File: config.mk
export PLATFORM = sky130hd
export DESIGN_NAME = ext_bus_sizer
export DESIGN_NICKNAME = d
export VERILOG_FILES = /design/src/rtl/bsz_pkg.sv /design/src/rtl/bsz_req_decode.sv /design/src/rtl/bsz_lane_map.sv /design/src/rtl/bsz_seq.sv /design/src/rtl/ext_bus_sizer.sv
export SDC_FILE = /design/constraint.sdc
export NUM_CORES = 1
export LEC_CHECK = 0
export ABC_AREA = 0
export ABC_CLOCK_PERIOD_IN_PS = 4200
export BUFFER_PORTS_ARGS = -buffer_cell sky130_fd_sc_hd__buf_2
export CAP_MARGIN = 20
export CORE_MARGIN = 8
export CORE_UTILIZATION = 25
export CTS_CLUSTER_SIZE = 28
export DETAILED_ROUTE_END_ITERATION = 10
export GPL_TIMING_DRIVEN = 0
export MAX_ROUTING_LAYER = met4
export PLACE_DENSITY = 0.53
export REMOVE_ABC_BUFFERS = 1
export SLEW_MARGIN = 20
export SYNTH_ARGS = -nofsm -noshare
export SYNTH_HDL_FRONTEND = slang
export SYNTH_SLANG_ARGS = --single-unit
File: constraint.sdc
create_clock -name clk -period 4.2 [get_ports clk]
set_input_delay 0.21 -clock clk [delete_from_list [all_inputs] [get_ports clk]]
set_output_delay 0.21 -clock clk [all_outputs]
set_load 0.01 [all_outputs]
File: src/rtl/bsz_pkg.sv
package bsz_pkg;

    localparam int LANES  = 4;
    localparam int BYTE_W = 8;
    localparam int DATA_W = LANES * BYTE_W;

    typedef enum logic [1:0] {
        SZ_BYTE = 2'b00,
        SZ_WORD = 2'b01,
        SZ_LONG = 2'b10,
        SZ_RSVD = 2'b11
    } acc_size_e;

    typedef enum logic [1:0] {
        DW_8    = 2'b00,
        DW_16   = 2'b01,
        DW_32   = 2'b10,
        DW_RSVD = 2'b11
    } dev_width_e;

    typedef enum logic {
        END_BIG    = 1'b0,
        END_LITTLE = 1'b1
    } endian_e;

    // Decoded request: byte counts, sub-cycle count and alignment verdict
    typedef struct packed {
        logic [2:0] acc_bytes;
        logic [2:0] dev_bytes;
        logic [2:0] n_cyc;
        logic       misaligned;
    } plan_t;

    function automatic logic [2:0] size_bytes(acc_size_e s);
        case (s)
            SZ_BYTE: return 3'd1;
            SZ_WORD: return 3'd2;
            default: return 3'd4;
        endcase
    endfunction

    function automatic logic [2:0] width_bytes(dev_width_e w);
        case (w)
            DW_8:    return 3'd1;
            DW_16:   return 3'd2;
            default: return 3'd4;
        endcase
    endfunction

    function automatic logic is_misaligned(acc_size_e s, logic [1:0] lo);
        case (s)
            SZ_BYTE: return 1'b0;
            SZ_WORD: return lo[0];
            default: return |lo;
        endcase
    endfunction

    function automatic logic [2:0] sub_cycles(logic [2:0] a, logic [2:0] d);
        if (a <= d)       return 3'd1;
        else if (d == 3'd1) return a;
        else              return a >> 1;
    endfunction

    // Device lane used by the byte at offset 'off' within the device word
    function automatic logic [1:0] lane_for(endian_e e, logic [2:0] d, logic [1:0] off);
        case (d)
            3'd1:    return 2'd0;
            3'd2:    return {1'b0, (e == END_BIG) ? ~off[0] : off[0]};
            default: return (e == END_BIG) ? ~off : off;
        endcase
    endfunction

    // Byte index inside the right-justified value for access byte j
    function automatic logic [1:0] value_byte(endian_e e, logic [2:0] a, logic [1:0] j);
        logic [2:0] t;
        t = a - 3'd1 - {1'b0, j};
        return (e == END_BIG) ? t[1:0] : j;
    endfunction

    function automatic logic [LANES-1:0] lane_span(logic [2:0] d);
        case (d)
            3'd1:    return 4'b0001;
            3'd2:    return 4'b0011;
            default: return 4'b1111;
        endcase
    endfunction

endpackage

File: src/rtl/bsz_req_decode.sv
module bsz_req_decode
    import bsz_pkg::*;
(
    input  logic [1:0] size_code,
    input  logic [1:0] width_code,
    input  logic [1:0] addr_lo,
    output plan_t      plan
);
    logic [2:0] a_bytes;
    logic [2:0] d_bytes;

    always_comb begin
        a_bytes         = size_bytes(acc_size_e'(size_code));
        d_bytes         = width_bytes(dev_width_e'(width_code));
        plan.acc_bytes  = a_bytes;
        plan.dev_bytes  = d_bytes;
        plan.n_cyc      = sub_cycles(a_bytes, d_bytes);
        plan.misaligned = is_misaligned(acc_size_e'(size_code), addr_lo);
    end
endmodule

File: src/rtl/bsz_lane_map.sv
module bsz_lane_map
    import bsz_pkg::*;
(
    input  endian_e           endian,
    input  logic [2:0]        acc_bytes,
    input  logic [2:0]        dev_bytes,
    input  logic [1:0]        idx,
    input  logic [1:0]        base_lo,
    input  logic [DATA_W-1:0] value,
    input  logic [DATA_W-1:0] lane_rdata,
    input  logic [DATA_W-1:0] accum,
    output logic [DATA_W-1:0] lane_wdata,
    output logic [LANES-1:0]  lane_used,
    output logic [DATA_W-1:0] accum_next
);
    logic [2:0] per_cyc;
    logic [1:0] start;
    logic [1:0] j;
    logic [1:0] lane;
    logic [1:0] vb;

    always_comb begin
        per_cyc = (acc_bytes < dev_bytes) ? acc_bytes : dev_bytes;
        case (dev_bytes)
            3'd1:    start = idx;
            3'd2:    start = {idx[0], 1'b0};
            default: start = 2'd0;
        endcase
    end

    always_comb begin
        lane_wdata = '0;
        lane_used  = '0;
        accum_next = accum;
        j          = '0;
        lane       = '0;
        vb         = '0;
        for (int i = 0; i < LANES; i++) begin
            if (3'(i) < per_cyc) begin
                j    = start + 2'(i);
                lane = lane_for(endian, dev_bytes, base_lo + j);
                vb   = value_byte(endian, acc_bytes, j);
                lane_wdata[{lane, 3'b000} +: BYTE_W] = value[{vb, 3'b000} +: BYTE_W];
                lane_used[lane]                      = 1'b1;
                accum_next[{vb, 3'b000} +: BYTE_W]   = lane_rdata[{lane, 3'b000} +: BYTE_W];
            end
        end
    end
endmodule

File: src/rtl/bsz_seq.sv
module bsz_seq
    import bsz_pkg::*;
#(
    parameter int ADDR_W = 32
) (
    input  logic              clk,
    input  logic              rst,
    input  logic              req,
    input  logic [ADDR_W-1:0] req_addr,
    input  logic              req_we,
    input  logic [DATA_W-1:0] req_wdata,
    input  plan_t             plan_in,
    input  logic [DATA_W-1:0] accum_next,
    output logic              busy,
    output logic              we_q,
    output logic [1:0]        idx_q,
    output logic [2:0]        acc_bytes_q,
    output logic [2:0]        dev_bytes_q,
    output logic [ADDR_W-1:0] base_q,
    output logic [ADDR_W-1:0] sub_addr,
    output logic [DATA_W-1:0] wdata_q,
    output logic [DATA_W-1:0] accum_q,
    output logic              ack,
    output logic              err
);
    logic [2:0]        n_cyc_q;
    logic [ADDR_W-1:0] step;
    logic              last_sub;

    always_comb begin
        case (dev_bytes_q)
            3'd1:    step = ADDR_W'(idx_q);
            3'd2:    step = ADDR_W'({idx_q, 1'b0});
            default: step = ADDR_W'({idx_q, 2'b00});
        endcase
        sub_addr = base_q + step;
        last_sub = ({1'b0, idx_q} == (n_cyc_q - 3'd1));
    end

    always_ff @(posedge clk) begin
        if (rst) begin
            busy        <= 1'b0;
            we_q        <= 1'b0;
            idx_q       <= '0;
            acc_bytes_q <= 3'd1;
            dev_bytes_q <= 3'd1;
            n_cyc_q     <= 3'd1;
            base_q      <= '0;
            wdata_q     <= '0;
            accum_q     <= '0;
            ack         <= 1'b0;
            err         <= 1'b0;
        end else begin
            ack <= 1'b0;
            err <= 1'b0;
            if (!busy) begin
                if (req) begin
                    if (plan_in.misaligned) begin
                        err <= 1'b1;
                    end else begin
                        busy        <= 1'b1;
                        we_q        <= req_we;
                        idx_q       <= '0;
                        acc_bytes_q <= plan_in.acc_bytes;
                        dev_bytes_q <= plan_in.dev_bytes;
                        n_cyc_q     <= plan_in.n_cyc;
                        base_q      <= req_addr;
                        wdata_q     <= req_wdata;
                        accum_q     <= '0;
                    end
                end
            end else begin
                if (!we_q) accum_q <= accum_next;
                if (last_sub) begin
                    busy <= 1'b0;
                    ack  <= 1'b1;
                end else begin
                    idx_q <= idx_q + 2'd1;
                end
            end
        end
    end


    ack_single_chk: assert property (@(posedge clk) disable iff (rst)
        ack |=> !ack);


    ack_after_busy_chk: assert property (@(posedge clk) disable iff (rst)
        ack |-> ($past(busy) && !busy));


    busy_hold_chk: assert property (@(posedge clk) disable iff (rst)
        busy |=> $stable(base_q));


    idx_bound_chk: assert property (@(posedge clk) disable iff (rst)
        busy |-> ({1'b0, idx_q} < n_cyc_q));
endmodule

File: src/rtl/ext_bus_sizer.sv
module ext_bus_sizer
    import bsz_pkg::*;
#(
    parameter int ADDR_W = 32
) (
    input  logic              clk,
    input  logic              rst,
    input  logic              mode_pin,
    input  logic [1:0]        dev_width,
    input  logic              req,
    input  logic [ADDR_W-1:0] req_addr,
    input  logic [1:0]        req_size,
    input  logic              req_we,
    input  logic [31:0]       req_wdata,
    output logic              ack,
    output logic              err,
    output logic [31:0]       rdata,
    output logic              ext_cyc,
    output logic              ext_wr,
    output logic [ADDR_W-1:0] ext_addr,
    output logic [31:0]       ext_wdata,
    output logic [3:0]        ext_wstb_n,
    input  logic [31:0]       ext_rdata
);
    endian_e           endian_q;
    plan_t             plan;
    logic              busy;
    logic              we_q;
    logic [1:0]        idx_q;
    logic [2:0]        acc_bytes_q;
    logic [2:0]        dev_bytes_q;
    logic [ADDR_W-1:0] base_q;
    logic [ADDR_W-1:0] sub_addr;
    logic [DATA_W-1:0] wdata_q;
    logic [DATA_W-1:0] accum_q;
    logic [DATA_W-1:0] accum_next;
    logic [DATA_W-1:0] lane_wdata;
    logic [LANES-1:0]  lane_used;
    logic              wr_phase;

    // Byte order is captured only while power-on reset is held
    always_ff @(posedge clk) begin
        if (rst) endian_q <= endian_e'(mode_pin);
    end

    bsz_req_decode dec_i (
        .size_code  (req_size),
        .width_code (dev_width),
        .addr_lo    (req_addr[1:0]),
        .plan       (plan)
    );

    bsz_seq #(.ADDR_W(ADDR_W)) seq_i (
        .clk         (clk),
        .rst         (rst),
        .req         (req),
        .req_addr    (req_addr),
        .req_we      (req_we),
        .req_wdata   (req_wdata),
        .plan_in     (plan),
        .accum_next  (accum_next),
        .busy        (busy),
        .we_q        (we_q),
        .idx_q       (idx_q),
        .acc_bytes_q (acc_bytes_q),
        .dev_bytes_q (dev_bytes_q),
        .base_q      (base_q),
        .sub_addr    (sub_addr),
        .wdata_q     (wdata_q),
        .accum_q     (accum_q),
        .ack         (ack),
        .err         (err)
    );

    bsz_lane_map map_i (
        .endian     (endian_q),
        .acc_bytes  (acc_bytes_q),
        .dev_bytes  (dev_bytes_q),
        .idx        (idx_q),
        .base_lo    (base_q[1:0]),
        .value      (wdata_q),
        .lane_rdata (ext_rdata),
        .accum      (accum_q),
        .lane_wdata (lane_wdata),
        .lane_used  (lane_used),
        .accum_next (accum_next)
    );

    always_comb begin
        wr_phase   = busy && we_q;
        ext_cyc    = busy;
        ext_wr     = wr_phase;
        ext_addr   = sub_addr;
        ext_wdata  = wr_phase ? lane_wdata : '0;
        ext_wstb_n = ~(lane_used & {LANES{wr_phase}});
        rdata      = accum_q;
    end


    endian_hold_chk: assert property (@(posedge clk) disable iff (rst)
        !$past(rst) |-> $stable(endian_q));


    err_quiet_chk: assert property (@(posedge clk) disable iff (rst)
        err |-> (!ext_cyc && !ack));


    lane_range_chk: assert property (@(posedge clk) disable iff (rst)
        ext_wr |-> ((~ext_wstb_n & ~lane_span(dev_bytes_q)) == 4'b0000));


    idle_strobe_chk: assert property (@(posedge clk) disable iff (rst)
        !ext_cyc |-> (ext_wstb_n == 4'b1111));
endmodule

==> results of run 1 <==
repair_timing:
action / in CTS / in global routing
resized for setup: 46 / 39
endpoints found under the setup margin: 68 / 54
setup buffers: 30 / 14
gates cloned: 2 / 1
pin swaps: 11 / 12
hold buffers: 1 / 0
endpoints found under the hold margin: 1 / 0
path summary, 6_finish.rpt:
kind / depth (start not counted) / slack [ns] / end
setup / recovery: 14 / 0.09 / ext_wdata[0]
hold / removal: 3 / 0.05 / seq_i.base_q[11]
setup reg to reg: 15 / 0.22 / seq_i.accum_q[28]
hold reg to reg: 2 / 0.46 / seq_i.n_cyc_q[1]
through the flow:
step	total power, µW	instances
after floorplan	2030	1309
after global placement	2470	2102
after detailed placement	2540	2118
after CTS	3520	2167
after global routing	3770	2184
final	3580	2184
worst reg2reg max path, cell delays in order (launching register included):
cell,delay (ns)
dfxtp_4,0.39
nor3b_4,0.26
nand2_4,0.10
ha_1,0.20
xor3_1,0.18
nor2_1,0.18
xnor3_2,0.51
inv_1,0.17
ha_1,0.15
nand2_1,0.30
and4_1,0.53
a2111oi_4,0.41
buf_4,0.21
buf_4,0.12
o211ai_1,0.09
a21oi_1,0.14
cell usage in the layout, fill, tap and decap left out, types with 16 or more instances in the layout:
cell type and n:
o21ai_1 24, inv_1 22, xor2_1 16, o21ai_0 26
nand2_1 272, xnor2_1 21, dfxtp_1 106, a221oi_1 17
buf_2 207, a21oi_1 128, o22ai_1 21, nand3_1 28
ha_1 57, a22oi_1 24, nor2_1 75, a32oi_1 24
mux4_2 17, mux2i_1 117, buf_4 46
kinds of logic after synthesis:
logic type | after synthesis
fa+ha+maj | 59
mux | 155
flops | 112
xor+xnor | 45
simple gates | 515
buf+inv | 115
compound gates | 392
state kept, by name (all words and copies together), names as in the netlist:
name               flops
endian_q               1
seq_i.acc_bytes_q      3
seq_i.accum_q         32
seq_i.ack              1
seq_i.base_q          32
seq_i.busy             1
seq_i.dev_bytes_q      3
seq_i.err              1
seq_i.idx_q            2
seq_i.n_cyc_q          3
seq_i.wdata_q         32
seq_i.we_q             1
power breakdown:
group | switching, µW | leakage [µW] | total (µW) | internal [µW]
logic | 938 | 0.00446 | 1530 | 589
clock network | 469 | 0.000131 | 878 | 409
registers | 65.7 | 0.000915 | 1180 | 1110
cell type report:
class,instances,area share
antenna,1,0.000183
timing repair buffer,271,0.126
tap,585,0.0534
inverter,31,0.0113
multi-input combinational,1168,0.624
clock buffer,11,0.0170
clock inverter,5,0.00283
sequential,112,0.165
routing by layer:
| layer | up-vias | GRT usage | part of all wire |
|---|---|---|---|
| met1 | 5758 | 0.227 | 0.43 |
| met5 | - | - | 0 |
| li1 | 5569 | - | - |
| met4 | 0 | 0.0633 | 0.031 |
| met2 | 589 | 0.277 | 0.45 |
| met3 | 105 | 0.0515 | 0.089 |
==> metrics.md, run 1 <==
| Metric | Value |
|---|---|
| Fill cell count | 4682 |
| Maximum VDD drop | 162 µV |
| Startpoint Class | flip-flop |
| Initial antenna violation count | 1 |
| CP arrival | 3.90 ns |
| Initial drt markers | 1198 |
| Number of synthesized flops with an enable pin | 1 |
| Via-per-instance ratio | 5.50 |
| Final Hold Slack | 0.0462 ns |
| First-pass GRT wire length | 70000 µm |
| IO Port Bufs | 208 |
| Synth top area share | 0.203 |
| Reg2Reg Launch Point | seq_i.dev_bytes_q[2] |
| Combinational family with the most area after synthesis | compound AO/OA/AOI/OAI gates |
| Synth cell types | 87 |
| Gp weighted congestion | 0.903 |
| Crit. Startpoint | seq_i.dev_bytes_q[2] |
| Final slew viol count | 0 |
| Async SR Flop Fraction | 0 |
| Seq/Total Area, Yosys | 0.206 |
| Largest net degree at the start of global routing | 61 |
| MaxCap Viol Count | 0 |
| Residual DRC | 0 |
| Leakage | 0.00550 µW |
| Synth Area per Inst | 7.86 µm² |
| DR vias | 12000 |
| TNS Setup | 0 ns |
| Worst-case setup margin in the final layout | 0.0893 ns |
| Compound-Gate Fraction of Synth Area | 0.243 |
| I/O pins | 209 |
| Share of cells above drive strength 1 | 0.253 |
| Worst-path cell chain | nor3b_4 > nand2_4 > ha_1 > xnor2_1 > nand4_1 > a41oi_4 > buf_4 > ha_1 > nor3b_4 > nand3_2 > nor2_1 > a2111oi_2 > o21ai_1 > buf_2 |
| Core area | 43200 µm² |
| Final setup viols | 0 |
| Cell taking the most area after synthesis | dfxtp_1 |
| H-tree Lvls | 3 |
| Clock Sinks | 112 |
| Mux cell area share after synthesis | 0.170 |
| Fin. Hold Viols | 0 |
| Post-Syn Area | 10900 µm² |
| Achievable Freq | 243 MHz |
| Cell family with most CP delay | simple AND/OR/NAND/NOR gates |
| Area contributors post-synth | dfxtp_1 (20%), mux2i_1 (11%), nand2_1 (9.4%) |
| Dpl ws | -1.78 ns |
| Drt wl/cell | 21.4 µm |
| Gr ovfl total | 0 |
| Post-synthesis adder-cell area fraction | 0.0674 |
| Die Ht | 225 µm |
| GRT Total Usage | 0.182 |
| Simple-Gate Fraction of Synth Area | 0.219 |
| Worst skew pair latency | 0.39 ns |
| Rows | 76 |
| Commonest cells in the netlist | nand2_1 (274), a21oi_1 (131), mux2i_1 (117) |
| Status | completed |
| Hold Startpoint | req_addr[11] |
| Fin nets | 1757 |
| Die area | 50700 µm² |
| CP max FO | 9 |
| Worst min-delay path category | in -> reg |
| Sequential cell area | 2270 µm² |
| CTS tree | done |
| Clk root buf | clkbuf_16 |
| Post-layout util | 0.317 |
| Critical path required time | 3.99 ns |
| Starting Density | 0.254 |
| Warnings, synthesis | 0 |
| Final wirelength | 46800 µm |
| Most used DFF post-synth | dfxtp_1 |
| CP max stage cell | dfxtp_4 |
| Max_slew headroom | 0.209 |
| Biggest cell delay along the critical path | 0.39 ns |
| Clk_skew | 0.0178 ns |
| CTS clock-pin slew for the worst setup and hold paths | 0.09 ns |
| Max Root-Sink Buffers | 2 |
| TritonCTS Buffers | 9 |
| Die Wd | 225 µm |
| Critical path type | reg -> out |
| Multi-input logic area | 8550 µm² |
| Vias in the first global route | 11800 |
| Post-route cell area | 13700 µm² |
| Actual slew at the worst max-slew pin | 1.19 ns |
| Worst path buffer plus inverter count | 2 |
| 1st-pass router iterations | 6 |
| DP HPWL | 33700 µm |
| Count leader, synth | nand2_1 |
| Area grow syn2layout | 25.2% |
| Final min period | 4.11 ns |
| Critical Path Sink Type | primary output |
| Post-synthesis xor/xnor area fraction | 0.0443 |
| RSZ-0062 raised after global routing | yes |
| DP Area | 12700 µm² |
| Final ANT Viol Nets | 0 |
| Cells after Synth | 1393 |
| Crit share post-route | 0.979 |
| Post-synthesis register bit count | 112 |
| Pwr/cell area | 261 nW/µm² |
Note: power is estimated with default switching activity, not from simulation.
==> run 2: changes to the inputs <==
--- a/config.mk
+++ b/config.mk
@@ -10,12 +10,12 @@
 export BUFFER_PORTS_ARGS = -buffer_cell sky130_fd_sc_hd__buf_2
 export CAP_MARGIN = 20
 export CORE_MARGIN = 8
-export CORE_UTILIZATION = 25
+export CORE_UTILIZATION = 52
 export CTS_CLUSTER_SIZE = 28
 export DETAILED_ROUTE_END_ITERATION = 10
 export GPL_TIMING_DRIVEN = 0
 export MAX_ROUTING_LAYER = met4
-export PLACE_DENSITY = 0.53
+export PLACE_DENSITY = 0.88
 export REMOVE_ABC_BUFFERS = 1
 export SLEW_MARGIN = 20
 export SYNTH_ARGS = -nofsm -noshare
==> metrics.md, run 2 (synthesis gave the netlist of run 1 again) <==
| Metric | Value |
|---|---|
| Maximum VDD drop | 206 µV |
| Worst-case setup margin in the final layout | -0.0106 ns |
| Max Root-Sink Buffers | 2 |
| Clock share of power | 0.251 |
| Sequential power share | 0.330 |
| Most common cell after layout, fill and taps aside | nand2_1 |
| Vias in the first global route | 12100 |
| Critical path type | reg -> out |
| DR vias | 12500 |
| Gp weighted congestion | 1.01 |
| Dpl ws | -1.74 ns |
| DP HPWL | 28700 µm |
| Die Ht | 161 µm |
| Pwr/cell area | 273 nW/µm² |
| H-tree Lvls | 3 |
| Critical Path Sink Type | primary output |
| Multi-input logic area | 8500 µm² |
| Initial antenna violation count | 0 |
| Rows | 53 |
| Max_slew headroom | 0.126 |
| Final slew viol count | 0 |
| Path depth of the worst reg2reg path | 13 |
| Actual slew at the worst max-slew pin | 1.30 ns |
| Fill cell count | 1717 |
| 1st-pass router iterations | 10 |
| Clk_skew | 0.0136 ns |
| Worst skew pair latency | 0.37 ns |
| Final min period | 4.21 ns |
| Leakage | 0.00539 µW |
| Achievable Freq | 237 MHz |
| Via-per-instance ratio | 6.72 |
| Final Hold Slack | 0.0210 ns |
| IO Port Bufs | 208 |
| Die Wd | 161 µm |
| Residual DRC | 0 |
| TritonCTS Buffers | 9 |
| Share of cells above drive strength 1 | 0.242 |
| RSZ-0062 raised after global routing | yes |
| Critical path required time | 3.99 ns |
| Drt wl/cell | 22.6 µm |
| Final wirelength | 41900 µm |
| Psw | 1460 µW |
| Final ANT Viol Nets | 0 |
| Sequential cell area | 2270 µm² |
| Startpoint Class | flip-flop |
| CP max FO | 14 |
| Clock Sinks | 112 |
| Switching share of total power | 0.409 |
| Area grow syn2layout | 19.8% |
| Antenna cell count | 0 |
| I/O pins | 209 |
| Starting Density | 0.526 |
| Failing checks | setup timing |
| First-pass GRT wire length | 64500 µm |
| CTS tree | done |
| Crit share post-route | 1.00 |
| Combinational power share | 0.419 |
| Clk root buf | clkbuf_16 |
| CTS clock-pin slew for the worst setup and hold paths | 0.08 ns |
| CP arrival | 4.00 ns |
| Most frequent cells in the layout | nand2_1 (273), buf_2 (210), a21oi_1 (129) |
| GRT Total Usage | 0.313 |
| Fin. Hold Viols | 0 |
| Core area | 20800 µm² |
| Hold Path Cell Cnt | 1 |
| Initial drt markers | 1995 |
| Status | finished with violations |
| Int Power | 2110 µW |
| Largest net degree at the start of global routing | 65 |
| MaxCap Viol Count | 0 |
| Fin nets | 1739 |
| Die area | 26000 µm² |
| Pwr Total | 3580 µW |
| Post-route insts no fill | 1855 |
| Largest registers | seq_i.accum_q (32), seq_i.base_q (32), seq_i.wdata_q (32) |
| Final setup viols | 3 |
| Placed cells | 1806 |
| Post-layout util | 0.630 |
| Gr ovfl total | 0 |
| Worst min-delay path category | in -> reg |
==> run 2: metal layers <==
layer  global-route usage  vias to the layer above  share of wire
met2                0.477                     1004           0.44
met5                    -                        -              0
met1                0.378                     5705           0.37
met3               0.0865                      228           0.13
met4                0.152                        0          0.057
li1                     -                     5531              -
==> run 2: cell type report <==
type	count	area share
Sequential cell	112	0.173
Inverter	31	0.0114
Clock buffer	10	0.0182
Timing Repair Buffer	253	0.118
Clock inverter	6	0.00467
Multi-Input combinational cell	1168	0.648
Tap cell	275	0.0262
==> run 2: worst paths after layout <==
check	startpoint	slack [ns]	to
max	seq_i.dev_bytes_q[0]	-0.01	ext_wdata[12]
min	mode_pin	0.02	endian_q
max reg2reg	seq_i.dev_bytes_q[0]	0.18	seq_i.accum_q[24]
min reg2reg	seq_i.base_q[2]	0.47	seq_i.base_q[2]
==> run 2: timing repair <==
item                       in CTS  in global routing
pin swaps                       9                  8
buffers inserted               20                 11
resized for setup              30                 44
setup endpoints to repair      66                 46
hold buffers                    0                  0
cloned                          2                  0
==> run 2: metrics by stage <==
| stage | TNS, ns | cell area [µm²] |
|---|---|---|
| final | -0.0191 | 13100 |
| after detailed placement | -63.72 | 12300 |
| after global routing | -0.718 | 13100 |
| after CTS | 0 | 12800 |
| after floorplan | -28.75 | 10500 |
| after global placement | -147.35 | 11900 |
==> run 2: critical path: stages (launching register included) <==
cell,delay [ns]
dfxtp_4,0.41
nor3b_4,0.26
nand2_4,0.10
ha_1,0.38
xor2_4,0.23
nor2_4,0.20
clkinvlp_4,0.19
buf_4,0.26
ha_1,0.32
nor4_2,0.54
buf_2,0.27
a32oi_1,0.11
o21ai_0,0.16
buf_2,0.20
==> run 2: power by group through the flow <==
stage | sequential [µW] | clock, µW | combinational [µW]
CTS | 1180 | 902 | 1350
detailed placement | 1200 | 0 | 1290
floorplan | 1190 | 0 | 847
finish | 1180 | 899 | 1500
global placement | 1200 | 0 | 1210
global route | 1190 | 947 | 1570
